[config.mk]
export PLATFORM = sky130hd
export DESIGN_NAME = cart_bank_ctrl
export DESIGN_NICKNAME = d
export VERILOG_FILES = /design/src/rtl/cbc_pkg.sv /design/src/rtl/cbc_cmd_decode.sv /design/src/rtl/cbc_next_state.sv /design/src/rtl/cbc_state_reg.sv /design/src/rtl/cart_bank_ctrl.sv
export SDC_FILE = /design/constraint.sdc
export NUM_CORES = 1
export LEC_CHECK = 0
export ABC_AREA = 1
export CAP_MARGIN = 10
export CORE_ASPECT_RATIO = 0.75
export CORE_MARGIN = 2
export CORE_UTILIZATION = 45
export CTS_BUF_LIST = sky130_fd_sc_hd__clkbuf_16
export CTS_CLUSTER_DIAMETER = 50
export DETAILED_ROUTE_END_ITERATION = 7
export PLACE_DENSITY_LB_ADDON = 0.3
export SYNTH_ARGS = -nofsm -noshare
export SYNTH_HDL_FRONTEND = slang
export SYNTH_HIERARCHICAL = 1
export SYNTH_SLANG_ARGS = --single-unit
[constraint.sdc]
create_clock -name clk -period 3.7 [get_ports clk]
set_input_delay 0.74 -clock clk [delete_from_list [all_inputs] [get_ports clk]]
set_output_delay 0.74 -clock clk [all_outputs]
set_load 0.1 [all_outputs]
[src/rtl/cbc_pkg.sv]
package cbc_pkg;

  localparam int ROM_NUM_W = 9;
  localparam int RAM_NUM_W = 4;

  localparam int VAR_LEGACY = 0;
  localparam int VAR_WIDE   = 1;

  typedef enum logic [2:0] {
    CMD_NONE,
    CMD_RAM_EN,
    CMD_ROM_LO,
    CMD_ROM_HI,
    CMD_SEL2,
    CMD_MODE
  } cmd_e;

  typedef struct packed {
    logic [ROM_NUM_W-1:0] rom;
    logic [RAM_NUM_W-1:0] ram;
    logic                 en;
    logic                 mode;
  } bank_state_t;

endpackage

[src/rtl/cbc_cmd_decode.sv]
module cbc_cmd_decode
  import cbc_pkg::*;
#(
  parameter int VARIANT = VAR_LEGACY
) (
  input  logic       wr_en,
  input  logic [3:0] addr_hi,
  output cmd_e       cmd
);

  logic       in_range;
  logic [1:0] region;
  logic       page_bit;

  assign in_range = wr_en && !addr_hi[3];
  assign region   = addr_hi[2:1];
  assign page_bit = addr_hi[0];

  generate
    if (VARIANT == VAR_LEGACY) begin : g_legacy
      logic unused_page;
      assign unused_page = page_bit;
      always_comb begin
        cmd = CMD_NONE;
        if (in_range) begin
          case (region)
            2'd0:    cmd = CMD_RAM_EN;
            2'd1:    cmd = CMD_ROM_LO;
            2'd2:    cmd = CMD_SEL2;
            default: cmd = CMD_MODE;
          endcase
        end
      end
    end else begin : g_wide
      always_comb begin
        cmd = CMD_NONE;
        if (in_range) begin
          case (region)
            2'd0:    cmd = CMD_RAM_EN;
            2'd1:    cmd = page_bit ? CMD_ROM_HI : CMD_ROM_LO;
            2'd2:    cmd = CMD_SEL2;
            default: cmd = CMD_NONE;
          endcase
        end
      end
    end
  endgenerate

endmodule

[src/rtl/cbc_next_state.sv]
module cbc_next_state
  import cbc_pkg::*;
#(
  parameter int VARIANT   = VAR_LEGACY,
  parameter int ROM_BANKS = 128,
  parameter int RAM_BANKS = 4
) (
  input  cmd_e        cmd,
  input  logic [7:0]  data,
  input  bank_state_t cur,
  output bank_state_t nxt
);

  localparam logic [ROM_NUM_W-1:0] ROM_MASK = ROM_NUM_W'(ROM_BANKS - 1);
  localparam logic [RAM_NUM_W-1:0] RAM_MASK = RAM_NUM_W'(RAM_BANKS - 1);

  bank_state_t raw;

  generate
    if (VARIANT == VAR_LEGACY) begin : g_legacy
      logic [4:0] lo5;
      logic       unused_data;
      assign unused_data = ^data[7:5];
      assign lo5 = (data[4:0] == 5'd0) ? 5'd1 : data[4:0];
      always_comb begin
        raw = cur;
        case (cmd)
          CMD_ROM_LO: raw.rom = {2'b00, cur.rom[6:5], lo5};
          CMD_SEL2: begin
            if (cur.mode) raw.ram = {2'b00, data[1:0]};
            else          raw.rom = {2'b00, data[1:0], cur.rom[4:0]};
          end
          CMD_MODE:   raw.mode = data[0];
          default:    raw = cur;
        endcase
      end
    end else begin : g_wide
      logic [7:0] lo8;
      assign lo8 = (data == 8'd0) ? 8'd1 : data;
      always_comb begin
        raw = cur;
        case (cmd)
          CMD_ROM_LO: raw.rom = {cur.rom[8], lo8};
          CMD_ROM_HI: raw.rom = {data[0], cur.rom[7:0]};
          CMD_SEL2:   raw.ram = data[3:0];
          default:    raw = cur;
        endcase
        raw.mode = 1'b0;
      end
    end
  endgenerate

  always_comb begin
    nxt = raw;
    if (cmd == CMD_RAM_EN) nxt.en = (data[3:0] == 4'hA);
    nxt.rom = raw.rom & ROM_MASK;
    nxt.ram = raw.ram & RAM_MASK;
  end

endmodule

[src/rtl/cbc_state_reg.sv]
module cbc_state_reg
  import cbc_pkg::*;
(
  input  logic        clk,
  input  logic        rst,
  input  logic        load,
  input  bank_state_t nxt,
  output bank_state_t q
);

  localparam bank_state_t RESET_STATE = '{rom: ROM_NUM_W'(1), ram: '0, en: 1'b0, mode: 1'b0};

  always_ff @(posedge clk) begin
    if (rst)       q <= RESET_STATE;
    else if (load) q <= nxt;
  end

endmodule

[src/rtl/cart_bank_ctrl.sv]
module cart_bank_ctrl
  import cbc_pkg::*;
#(
  parameter int VARIANT   = VAR_LEGACY,
  parameter int ROM_BANKS = 128,
  parameter int RAM_BANKS = 4
) (
  input  logic                 clk,
  input  logic                 rst,
  input  logic                 wr_en,
  input  logic [15:0]          wr_addr,
  input  logic [7:0]           wr_data,
  output logic [ROM_NUM_W-1:0] rom_bank,
  output logic [RAM_NUM_W-1:0] ram_bank,
  output logic                 ram_en,
  output logic                 bank_mode
);

  cmd_e        cmd;
  bank_state_t cur;
  bank_state_t nxt;
  logic        unused_addr_bits;

  assign unused_addr_bits = ^wr_addr[11:0];

  cbc_cmd_decode #(.VARIANT(VARIANT)) u_decode (
    .wr_en   (wr_en),
    .addr_hi (wr_addr[15:12]),
    .cmd     (cmd)
  );

  cbc_next_state #(
    .VARIANT   (VARIANT),
    .ROM_BANKS (ROM_BANKS),
    .RAM_BANKS (RAM_BANKS)
  ) u_next (
    .cmd  (cmd),
    .data (wr_data),
    .cur  (cur),
    .nxt  (nxt)
  );

  cbc_state_reg u_state (
    .clk  (clk),
    .rst  (rst),
    .load (cmd != CMD_NONE),
    .nxt  (nxt),
    .q    (cur)
  );

  assign rom_bank  = cur.rom;
  assign ram_bank  = cur.ram;
  assign ram_en    = cur.en;
  assign bank_mode = cur.mode;

  logic cmd_wr;
  assign cmd_wr = wr_en && !wr_addr[15];

  AST_RESET_STATE: assert property (@(posedge clk) disable iff (rst)
    $past(rst) |-> (rom_bank == ROM_NUM_W'(1) && ram_bank == '0 && !ram_en && !bank_mode));
  AST_RAM_EN_NIBBLE: assert property (@(posedge clk) disable iff (rst)
    (wr_en && wr_addr[15:13] == 3'b000) |=> (ram_en == $past(wr_data[3:0] == 4'hA)));
  AST_ROM_IN_RANGE: assert property (@(posedge clk) disable iff (rst)
    32'(rom_bank) < ROM_BANKS);
  AST_RAM_IN_RANGE: assert property (@(posedge clk) disable iff (rst)
    32'(ram_bank) < RAM_BANKS);
  AST_IDLE_HOLD: assert property (@(posedge clk) disable iff (rst)
    !cmd_wr |=> ($stable(rom_bank) && $stable(ram_bank) && $stable(ram_en) && $stable(bank_mode)));

  generate
    if (VARIANT == VAR_LEGACY) begin : g_ast_legacy
      AST_SEL2_ROM_KEEPS_RAM: assert property (@(posedge clk) disable iff (rst)
        (cmd_wr && wr_addr[14:13] == 2'b10 && !bank_mode) |=> $stable(ram_bank));
      if (ROM_BANKS >= 32) begin : g_lo_nz
        AST_ROM_LO_NONZERO: assert property (@(posedge clk) disable iff (rst)
          (cmd_wr && wr_addr[14:13] == 2'b01) |=> (rom_bank[4:0] != 5'd0));
      end
    end else begin : g_ast_wide
      AST_WIDE_TOP_IGNORED: assert property (@(posedge clk) disable iff (rst)
        (cmd_wr && wr_addr[14:13] == 2'b11) |=> ($stable(rom_bank) && $stable(ram_bank) && $stable(ram_en) && $stable(bank_mode)));
      if (ROM_BANKS >= 256) begin : g_lo_nz
        AST_WIDE_LO_NONZERO: assert property (@(posedge clk) disable iff (rst)
          (cmd_wr && wr_addr[14:12] == 3'b010) |=> (rom_bank[7:0] != 8'd0));
      end
    end
  endgenerate

endmodule

Word level (Yosys, flattened, before mapping)
Cells that the tools add are included.
{"block": "op_classes", "n_bitwise": 3, "n_eq_ne": 7, "mux": 5, "n_reduce_logical": 10}
{"cell": "$pmux 7 s2", "n": 1}
{"cell": "$pmux 3 s3", "n": 1}
{"cell": "$mux 7", "n": 1}
{"cell": "$eq 3x3->1 const B", "n": 2}
{"cell": "$reduce_and 3->1", "n": 2}
{"cell": "$logic_not 5->1", "n": 1}
{"cell": "$mux 5", "n": 1}
{"cell": "$eq 4x4->1 const B", "n": 1}
{"cell": "$reduce_and 2->1", "n": 2}
{"cell": "$reduce_and 4->1", "n": 1}
{"cell": "$eq 3x1->1 const B", "n": 1}
{"cell": "$eq 3x2->1 const B", "n": 1}
{"cell": "$mux 3", "n": 1}
{"cell": "$not 1->1", "n": 3}
{"cell": "$reduce_bool 3->1", "n": 1}
{"cell": "$eq 2x1->1 const B", "n": 1}
{"cell": "$eq 2x2->1 const B", "n": 1}
{"cell": "$logic_not 2->1", "n": 1}
{"cell": "$logic_and 1x1->1", "n": 1}
{"cell": "$logic_not 1->1", "n": 1}
{"block": "totals", "ff_bits": 11, "word_cells": 30, "input_bits": 27, "out_inout_bits": 15}

Longest topological paths before layout
Gate-level depths: netlist (run 1).
{"block": "logic_depth", "word_depth": 6, "ltp_mapped": 13, "mapped_depth_nobuf": 13}

Cells and area by module
Netlist (run 1), hierarchy kept.
{"mod": "cbc_state_reg", "seq_area_each_um2": 300.3, "instances": 1, "cells_per_inst": 94, "area_per_inst_um2": 631.9}
{"mod": "cbc_next_state", "seq_area_each_um2": 0.0, "instances": 1, "cells_per_inst": 56, "area_per_inst_um2": 270.3}
{"mod": "cbc_cmd_decode", "seq_area_each_um2": 0.0, "instances": 1, "cells_per_inst": 13, "area_per_inst_um2": 77.6}
{"mod": "cart_bank_ctrl", "seq_area_each_um2": 0.0, "instances": 1, "cells_per_inst": 3, "area_per_inst_um2": 11.3}

Worst setup path before layout (run 1)
Ideal clock, no wire load.
{"block": "synth_path", "path_type": "input to register", "startpoint": "in wr_addr[13]", "endpoint": "reg u_state/q[11] (netlist name)", "n_path_buf": 0, "t_required_ns": 3.582, "arrival_ns": 1.900, "cell_stages": 13, "setup_slack_ns": 1.682, "cell_sequence": "inv_1 ha_1 inv_1 nor2_1 inv_1 nand3_2 nor2_1 nand2_1 nand2_1 inv_1 nand2_1 nand2_1 nor2_2"}
{"block": "synth_between", "elab_chain_len": 6, "elab_cells_between_ends": 10}
{"item": "from (decl)", "line": "cart_bank_ctrl.sv:11", "text": "input logic [15:0] wr_addr,"}
{"item": "$eq 2x2->1, or another cell as far along", "line": "cbc_cmd_decode.sv:26", "text": "case (region)"}
{"item": "$pmux 3 s3 *", "line": "cbc_cmd_decode.sv:26"}
{"item": "$mux 3 *", "line": "cbc_cmd_decode.sv:25", "text": "if (in_range) begin"}
{"item": "named net cmd[0]", "line": "cart_bank_ctrl.sv:19", "text": "cmd_e cmd;"}
{"item": "$eq 3x2->1", "line": "cbc_next_state.sv:27", "text": "case (cmd)"}
{"item": "$not 1->1 (no source line)"}
{"item": "$reduce_and 4->1 (no source line) *"}
{"item": "to (signal assigned)", "line": "cbc_state_reg.sv:15", "text": "else if (load) q <= nxt;"}
{"item": "to (decl)", "line": "cbc_state_reg.sv:8", "text": "output bank_state_t q"}
Mark *: on every way through the listed nets, which the timed path passes. The rest lies on a longest branch.
A chain may end at the register's enable or synchronous reset.

Final worst setup path (run 1)
{"block": "layout_path", "startpoint": "reg u_state/q[0] (netlist name)", "endpoint": "out bank_mode"}
{"item": "to (decl)", "line": "cart_bank_ctrl.sv:16", "text": "output logic bank_mode"}
No word-level cell between the ends.

==> metrics list, run 1 <==
- Setup TNS: 0 ns
* Cell Count, Final, Fillers Out: 215
- The die is 44.6 microns tall.
- Setup repair after global routing missed its margin: no
* Hold crit path type: register to register
- Dividing the final minimum period by the clock period gives 70.7%.
* Vias per cell: 4.41
- In the routed design, unresolved DRC markers number 0.
- Largest net degree at the start of global routing: 31
- The tool flagged a number of max-cap violations equal to 0.
- Count of routing violations after the opening detailed-route iteration: 17
- Buffer depth of the longest clock path: 2
- Overflow left after global routing: 0
* Registers with the highest flip-flop counts: u_state/q (15)
- Root cell of the clock tree: clkbuf_16
- Detailed-route wire length: 1960 microns
* Ant. Diodes: 0
* Largest delay share family, worst path: buffers and inverters
- For the worst flop-to-flop path, the logic depth is 7.
- Die width: 58.2 microns
- Number of hold buffers added after cts: 0
- Worst Path Arrival: 1.87 ns
- Peak VDD IR: 0.391 mV
- Counting every sink on the clock net gives 15.
- Across all register-to-register paths, the minimum setup slack is 2.58 ns.
- Counting flops per register, the top entry is u_state/q.
- CTS built an H-tree with a depth of 1.
- Setup violation total in the final timing report: 0
- The synthesized netlist contains 18 unique library cells.
- Final weighted congestion in routability-driven placement: 0.738
* Share of post-route cells with drive strength above 1: 7.85%
- The die covers 2600 sq um.
- For this design the ratio of total power to cell area is 488 nW/um^2.
- The smallest clock period supported by the final layout is computed as 2.61 ns.
- Cell internal power was estimated by the tool at 385 uW.
* Final-report max-slew violation count: 0
- Power share of the clock group: 33.1%
* Bufs and invs on worst path: 1
* Remaining max-slew budget at the tightest pin: 34.5%
- Residual antenna-violating net count after detailed routing: 0
* Filler Cell Count: 192
- With fillers left out, the area of the finished cells amounts to 1300 sq um.
* Number of hold violations in the final report: 0
- Part of the power in registers: 29.8%
- Critical Path Fanout Max: 7
- Critical Path, Cell by Cell: clkdlybuf4s50_1
- Initial core utilization: 48.4%
- Area after DPL: 1220 sq um
- The number of placed instances, taps included, is 211.
* Multi-input gate area in the final layout: 503 sq um
- The register with the most flip-flops in the layout has 15 of them.
* Global-route wire length before repair: 3260 microns
- The startpoint identified for the worst register-to-register timing path is u_state/q[0].
- Combinational logic is responsible for 37.1% of the overall power.
* Standby leakage power: 0.628 nW
* Number of buffers inserted during clock tree synthesis: 3
- The total area inside the core boundary comes to 2050 sq um.
- Clk_skew: 0.00220 ns
- For this block, the via count after detailed routing is 948.
- STA puts the critical path data required time at 2.96 ns.
* Largest incremental delay on the critical path: 1.19 ns
- The Yosys step of the flow raised 6 warnings.
- In this run, post-CTS repair resized a total of 0 instances.
- Routed wire length per instance: 9.13 microns
* Number of antenna violations at the first check in global routing: 0
* Number of I/O port buffers: 25
- Averaged over all synthesized cells, the footprint is 5.97 sq um.
- Critical path depth in cells: 1
- The clock reaches the later pin of the worst-skew pair after 0.24 ns.
- Psw: 250 uW
- Combined area of all synthesized cells: 991 sq um
- The library cell used most frequently in the layout, excluding fill and tap cells, is nand2_1.
- The first TritonRoute pass finished after 4 iterations.
- The wire-length estimate of the detail-placed layout is 1430 microns.
* Kind of critical path: register to output port
* Crit path capture type: output port
- Summing the sequential cell areas from Yosys gives 30.3% of the chip area.
- Result of the run: finished, final reports clean
* Aggregate global-route resource usage: 16.7%
- Slowest stage cell on the critical path: clkdlybuf4s50_1
* Commonest non-fill, non-tap cells in the layout: nand2_1, nor2_1, inv_1, clkdlybuf4s50_1, dfxtp_1
* Count of boundary I/O pins: 42
- Area added between synthesis and finish: 31.1%
* Slew at the pin with the worst max-slew slack: 0.979 ns
* Setup fix buffers added after clock tree synthesis: 0
- The number of global-route vias before repair was 833.
- Number of nets in the layout: 222
- Fmax: 0.382 GHz
- The synthesized design contains 15 register bits.
* Crit. Startpoint: u_state/q[0]
* Clk pin slew, worst setup/hold paths: 0.05 ns
- Synthesis produced a netlist whose cell count is 166.
- Capture point of the critical path: bank_mode
- Kind of launch point of the worst setup path: register
- CTS tree: yes
- The endpoint identified for the worst register-to-register timing path is u_state/q[2].
- The floorplan has 14 rows.
- Total power for the finished layout comes to 634 uW.
* Net switching share of the total power: 39.3%
- Sequential cell area in the final layout: 300 sq um
-- metrics by stage --
stage,hold WS [ns],worst slack (ns),utilization [%]
2_1_floorplan,0.904,1.68,-
6_report,0.468,1.09,63.4
4_1_cts,0.469,1.09,63.4
3_5_place_dp,0.463,0.993,59.5
5_1_grt,0.485,1.04,63.4
3_3_place_gp,0.458,1.07,59.5
-- logic make-up (layout without fill, tap and decap cells) --
| logic type | after synthesis | in the layout | synth area share [%] |
|---|---|---|---|
| AOI/OAI and AO/OA | 8 | 8 | 4.04 |
| adders and majority gates | 3 | 3 | 3.79 |
| other | 1 | 4 | 0.378 |
| buffers and inverters | 42 | 64 | 20.1 |
| and+or+nand+nor | 97 | 97 | 41.4 |
| DFF | 15 | 15 | 30.3 |
-- cells in the mapped netlist, drive strengths merged --
master / instances / area (sq um)
nor2: 38 / 158
inv: 34 / 128
o21ai: 8 / 40.0
nand3: 7 / 40.0
buf: 8 / 71.3
ha: 3 / 37.5
conb: 1 / 3.75
nand2: 50 / 200
nand4: 2 / 12.5
dfxtp: 15 / 300
-- tightest hold or removal path, delay by kind of cell, from the launching register on --
family,cells,cell delay [ns]
simple gates,2,0.13
flops,1,0.30
-- cell type report --
cell class	count	share of cell area [%]
sequential	15	23.1
timing repair buffer	26	19.8
multi-input combinational	112	38.7
clock buffer	3	5.78
inverter	34	9.83
tap	24	2.31
clock inverter	1	0.385
-- power groups by stage --
| stage | combinational (mW) | sequential, mW | clock, mW |
|---|---|---|---|
| 2_1_floorplan | 0.0772 | 0.305 | 0 |
| 3_3_place_gp | 0.231 | 0.192 | 0 |
| 3_5_place_dp | 0.236 | 0.192 | 0 |
| 4_1_cts | 0.237 | 0.189 | 0.215 |
| 5_1_grt | 0.252 | 0.191 | 0.222 |
| 6_report | 0.235 | 0.189 | 0.210 |
-- how the worst min path moves through the flow --
stage / cells after the start / startpoint / slack, ns / endpoint
global placement: 2 / u_state/q[5] / 0.46 / u_state/q[5]
detailed placement: 2 / u_state/q[5] / 0.46 / u_state/q[5]
global route: 2 / u_state/q[13] / 0.49 / u_state/q[13]
floorplan: 3 / rst / 0.90 / u_state/q[12]
CTS: 2 / u_state/q[13] / 0.47 / u_state/q[13]
finish: 2 / u_state/q[13] / 0.47 / u_state/q[13]
-- layer usage --
metal	GRT usage [%]	part of all wire [%]
met5	0	0
met4	4.19	0.46
met3	7.02	6.1
met2	31.1	47
met1	17.7	47
Note: power is estimated with default switching activity, not from simulation.
==> inputs of run 2 (changes only) <==
--- a/config.mk
+++ b/config.mk
@@ -9,7 +9,7 @@
 export CAP_MARGIN = 10
 export CORE_ASPECT_RATIO = 0.75
 export CORE_MARGIN = 2
-export CORE_UTILIZATION = 45
+export CORE_UTILIZATION = 42
 export CTS_BUF_LIST = sky130_fd_sc_hd__clkbuf_16
 export CTS_CLUSTER_DIAMETER = 50
 export DETAILED_ROUTE_END_ITERATION = 7
==> constraint.sdc (replaced) <==
create_clock -name clk -period 2.7 [get_ports clk]
set_input_delay 0.54 -clock clk [delete_from_list [all_inputs] [get_ports clk]]
set_output_delay 0.54 -clock clk [all_outputs]
set_load 0.1 [all_outputs]
==> run 2 against run 1 <==
  * Non-clock buffer count increased by 1
  * Setup slack got worse by 0.60 ns
  * Critical endpoint is now u_state/q[3]
  * Hold slack improved by 0.0072 ns
  * Highest routed layer unchanged
  * Clock power increased by 36%
  * Critical path type is now input port to register
  * Combinational power increased by 35%
  * Clock-buffer cell count unchanged
==> metrics list, run 2 (same netlist as run 1, synthesis figures left out) <==
- Minimum setup slack among reg-to-reg paths: 1.62 ns (-0.96 ns)
- Vias: 970 (+2.3%)
* Power share of the combinational group: 36.8% (-0.3 points)
* Utilization of the core after routing: 56.4% (-7.0 points)
- Commonest non-fill, non-tap cells in the layout: nand2_1, nor2_1, inv_1, buf_4, dfxtp_1
- The met3 layer usage reported by global route is 5.62% (-1.4 points).
* Clk_skew: 0.000815 ns (-0.00139 ns)
- Kind of launch point of the worst setup path: input port
- Sequential cell area in the final layout: 300 sq um (unchanged)
- The clock latency at the later pin of the worst-skew pair is 0.24 ns (about the same).
- Multi-input gate area in the final layout: 503 sq um (unchanged)
- The floorplan die height was 46.1 microns (+3.2%).
* Largest delay share family, worst path: buffers and inverters
- Leaving out fill and tap cells, the most frequent cell in the layout is nand2_1.
- Number of buffers inserted during clock tree synthesis: 3 (unchanged)
* Die width: 60.1 microns (+3.3%)
* Number of hold violations in the final report: 0 (unchanged)
- Critical Path Fanout Max: 5 (-2)
* Number of hold buffers added after cts: 0 (unchanged)
* H-tree level count: 1 (unchanged)
- Core Rows: 15 (+1)
* Clk pin slew, worst setup/hold paths: 0.05 ns (about the same)
- The wire length of the first global-routing pass is 3420 microns (+4.7%).
- The post-placement setup slack came to 0.238 ns (-0.755 ns).
- The combined global-route utilization of all metal layers is 16.5% (-0.20 points).
* Bufs and invs on worst path: 6 (+5)
- Timing would allow up to 0.451 GHz.
* Final instance area: 1280 sq um (-1.4%)
- Number of antenna violations at the first check in global routing: 0 (unchanged)
* Number of optimization iterations in the first detailed-route pass: 4 (unchanged)
- The part of the power in the clock network is 33.1% (about the same).
- Met2 Track Usage GR: 28.9% (-2.2 points)
- Count of boundary I/O pins: 42 (unchanged)
- The startpoint identified for the worst register-to-register timing path is u_state/q[0].
* Number of flip-flops in the largest register: 15 (unchanged)
- The detailed placer's ending HPWL is 1490 microns (+4.0%).
* Number of nets in the layout: 223 (+0.45%)
* Result of the run: finished, final reports clean
* Filler Cell Count: 244 (+27%)
* Worst Path Arrival: 2.36 ns (+0.49 ns)
* Setup repair after global routing missed its margin: no
- Remaining DRCs: 0 (unchanged)
* Crit. Startpoint: wr_addr[13]
- The routed design could run at a clock period as short as 2.21 ns.
- Capture point of the critical path: u_state/q[3]
- Ranked by flip-flop count, first place goes to u_state/q.
- The fraction of layout cells with a size suffix above 1 was 15.6% (+7.8 points).
- Kind of critical path: input port to register
- Area after DPL: 1200 sq um (-1.4%)
* Vias per cell: 4.29 (-2.7%)
- The count of clock tree sinks came to 15 (unchanged).
- The number of buffers inserted by post-CTS setup repair was 0 (unchanged).
- Cells on Worst Hold Path: 2 (unchanged)
- CP required: 2.84 ns (-0.12 ns)
- The mean routed wirelength per cell was 8.90 microns (-2.5%).
- Largest net degree at the start of global routing: 19 (-39%)
- The net switching power came to 342 uW (+37%).
- Registers with the highest flip-flop counts: u_state/q (15)
* Overflow left after global routing: 0 (unchanged)
- Largest incremental delay on the critical path: 0.50 ns (-0.69 ns)
* Worst reg-to-reg path cell count: 7 (unchanged)
- The wire length after detailed routing was 2010 microns (+2.5%).
- The number of buffers on the longest clock path came to 2 (unchanged).
- The setup total negative slack is 0 ns (unchanged).
- Part of the power in registers: 30.1% (+0.3 points)
- Critical Path, Cell by Cell: clkdlybuf4s50_1 -> inv_1 -> ha_1 -> inv_1 -> nor2_1 -> inv_1 -> nand3_2 -> inv_1 -> nand3_1 -> nand2_1 -> inv_1 -> nand2_1 -> nand2_1 -> nor2_1
* Via count of the first global-routing pass: 832 (-0.12%)
- Cell Count, Final, Fillers Out: 226 (+5.1%)
* Portion of the clock cycle consumed by the worst path in the final layout: 82.0%
- Slowest stage cell on the critical path: clkdlybuf4s50_1
- The total power consumption of the routed design is 863 uW (+36%).
- Root cell of the clock tree: clkbuf_16
* Count of routing violations after the opening detailed-route iteration: 50 (+33)
- Critical path depth in cells: 14 (+13)
- Residual antenna-violating net count after detailed routing: 0 (unchanged)
* Net switching share of the total power: 39.7% (+0.34 points)
- Peak VDD IR: 0.400 mV (+2.1%)
- The met1 routing resource usage after global routing was 19.7% (+2.0 points).
* Standby leakage power: 0.659 nW (+4.9%)
* Number of I/O port buffers: 25 (unchanged)
- Gates resized, CTS repair: 0 (unchanged)
- The number of antenna diodes is 0 (unchanged).
- The floorplan core area came to 2270 sq um (+11%).
* Crit path capture type: register
- Minimum hold slack: 0.475 ns (+0.00716 ns)
- The total power per unit cell area came to 674 nW/um^2 (+38%).
* Reg2Reg Capture Point: u_state/q[3]
- The effective utilization at floorplan came to 43.6% (-4.7 points).
* Area added between synthesis and finish: 29.2%
- Max-cap violations: 0 (unchanged)
- TritonCTS built the clock tree.
* Number of cells after detailed placement: 222 (+5.2%)
- The smallest setup slack after layout is 0.485 ns (-0.600 ns).
- The setup violation total in the final timing report is 0 (unchanged).
* GRT Max-Usage Layer: met2
- Final weighted congestion in routability-driven placement: 0.796 (+7.7%)
- The area enclosed by the die boundary was 2770 sq um (+6.6%).
- By instance count, the cell type seen most on the critical path is inv_1.
- The final number of max-transition violations was 0 (unchanged).
- Total internal power: 520 uW (+35%)
- Hold crit path type: register to register
run 2: cell count changes in the layout (fill, tap and decap cells not counted), sizes merged:
cell,change
buf,+16
clkinv,-1
inv,+1
clkdlybuf4s50,-15
run 2: worst min-delay path by stage:
stage,start,end
2_1_floorplan,rst,u_state/q[12]
3_3_place_gp,u_state/q[5],u_state/q[5]
3_5_place_dp,u_state/q[14],u_state/q[14]
4_1_cts,u_state/q[14],u_state/q[14]
5_1_grt,u_state/q[14],u_state/q[14]
6_report,u_state/q[13],u_state/q[13]
run 2: routing by layer:
metal / routed length (microns) / up-vias
met2: 954 / 20
met1: 933 / 423
li1: - / 525
met4: 17 / 0
met3: 107 / 2
met5: 0 / -
run 2: area by class of cell:
cell class	count	share of cell area (%)
clock buffer	3	5.87
clock inverter	1	0.293
inverter	34	9.97
multi-input combinational	112	39.3
sequential	15	23.5
tap	34	3.32
timing repair buffer	27	17.8
run 2: power groups by stage:
stage | combinational (mW) | clock (mW) | sequential (mW)
global placement | 0.312 | 0 | 0.263
floorplan | 0.106 | 0 | 0.418
finish | 0.317 | 0.286 | 0.260
global route | 0.343 | 0.301 | 0.263
detailed placement | 0.317 | 0 | 0.265
CTS | 0.319 | 0.294 | 0.260
run 2: worst min-delay path, cell delays in order (launching register included):
cell and delay (ns):
dfxtp_1 0.30, nor2_1 0.08, nor2_1 0.05
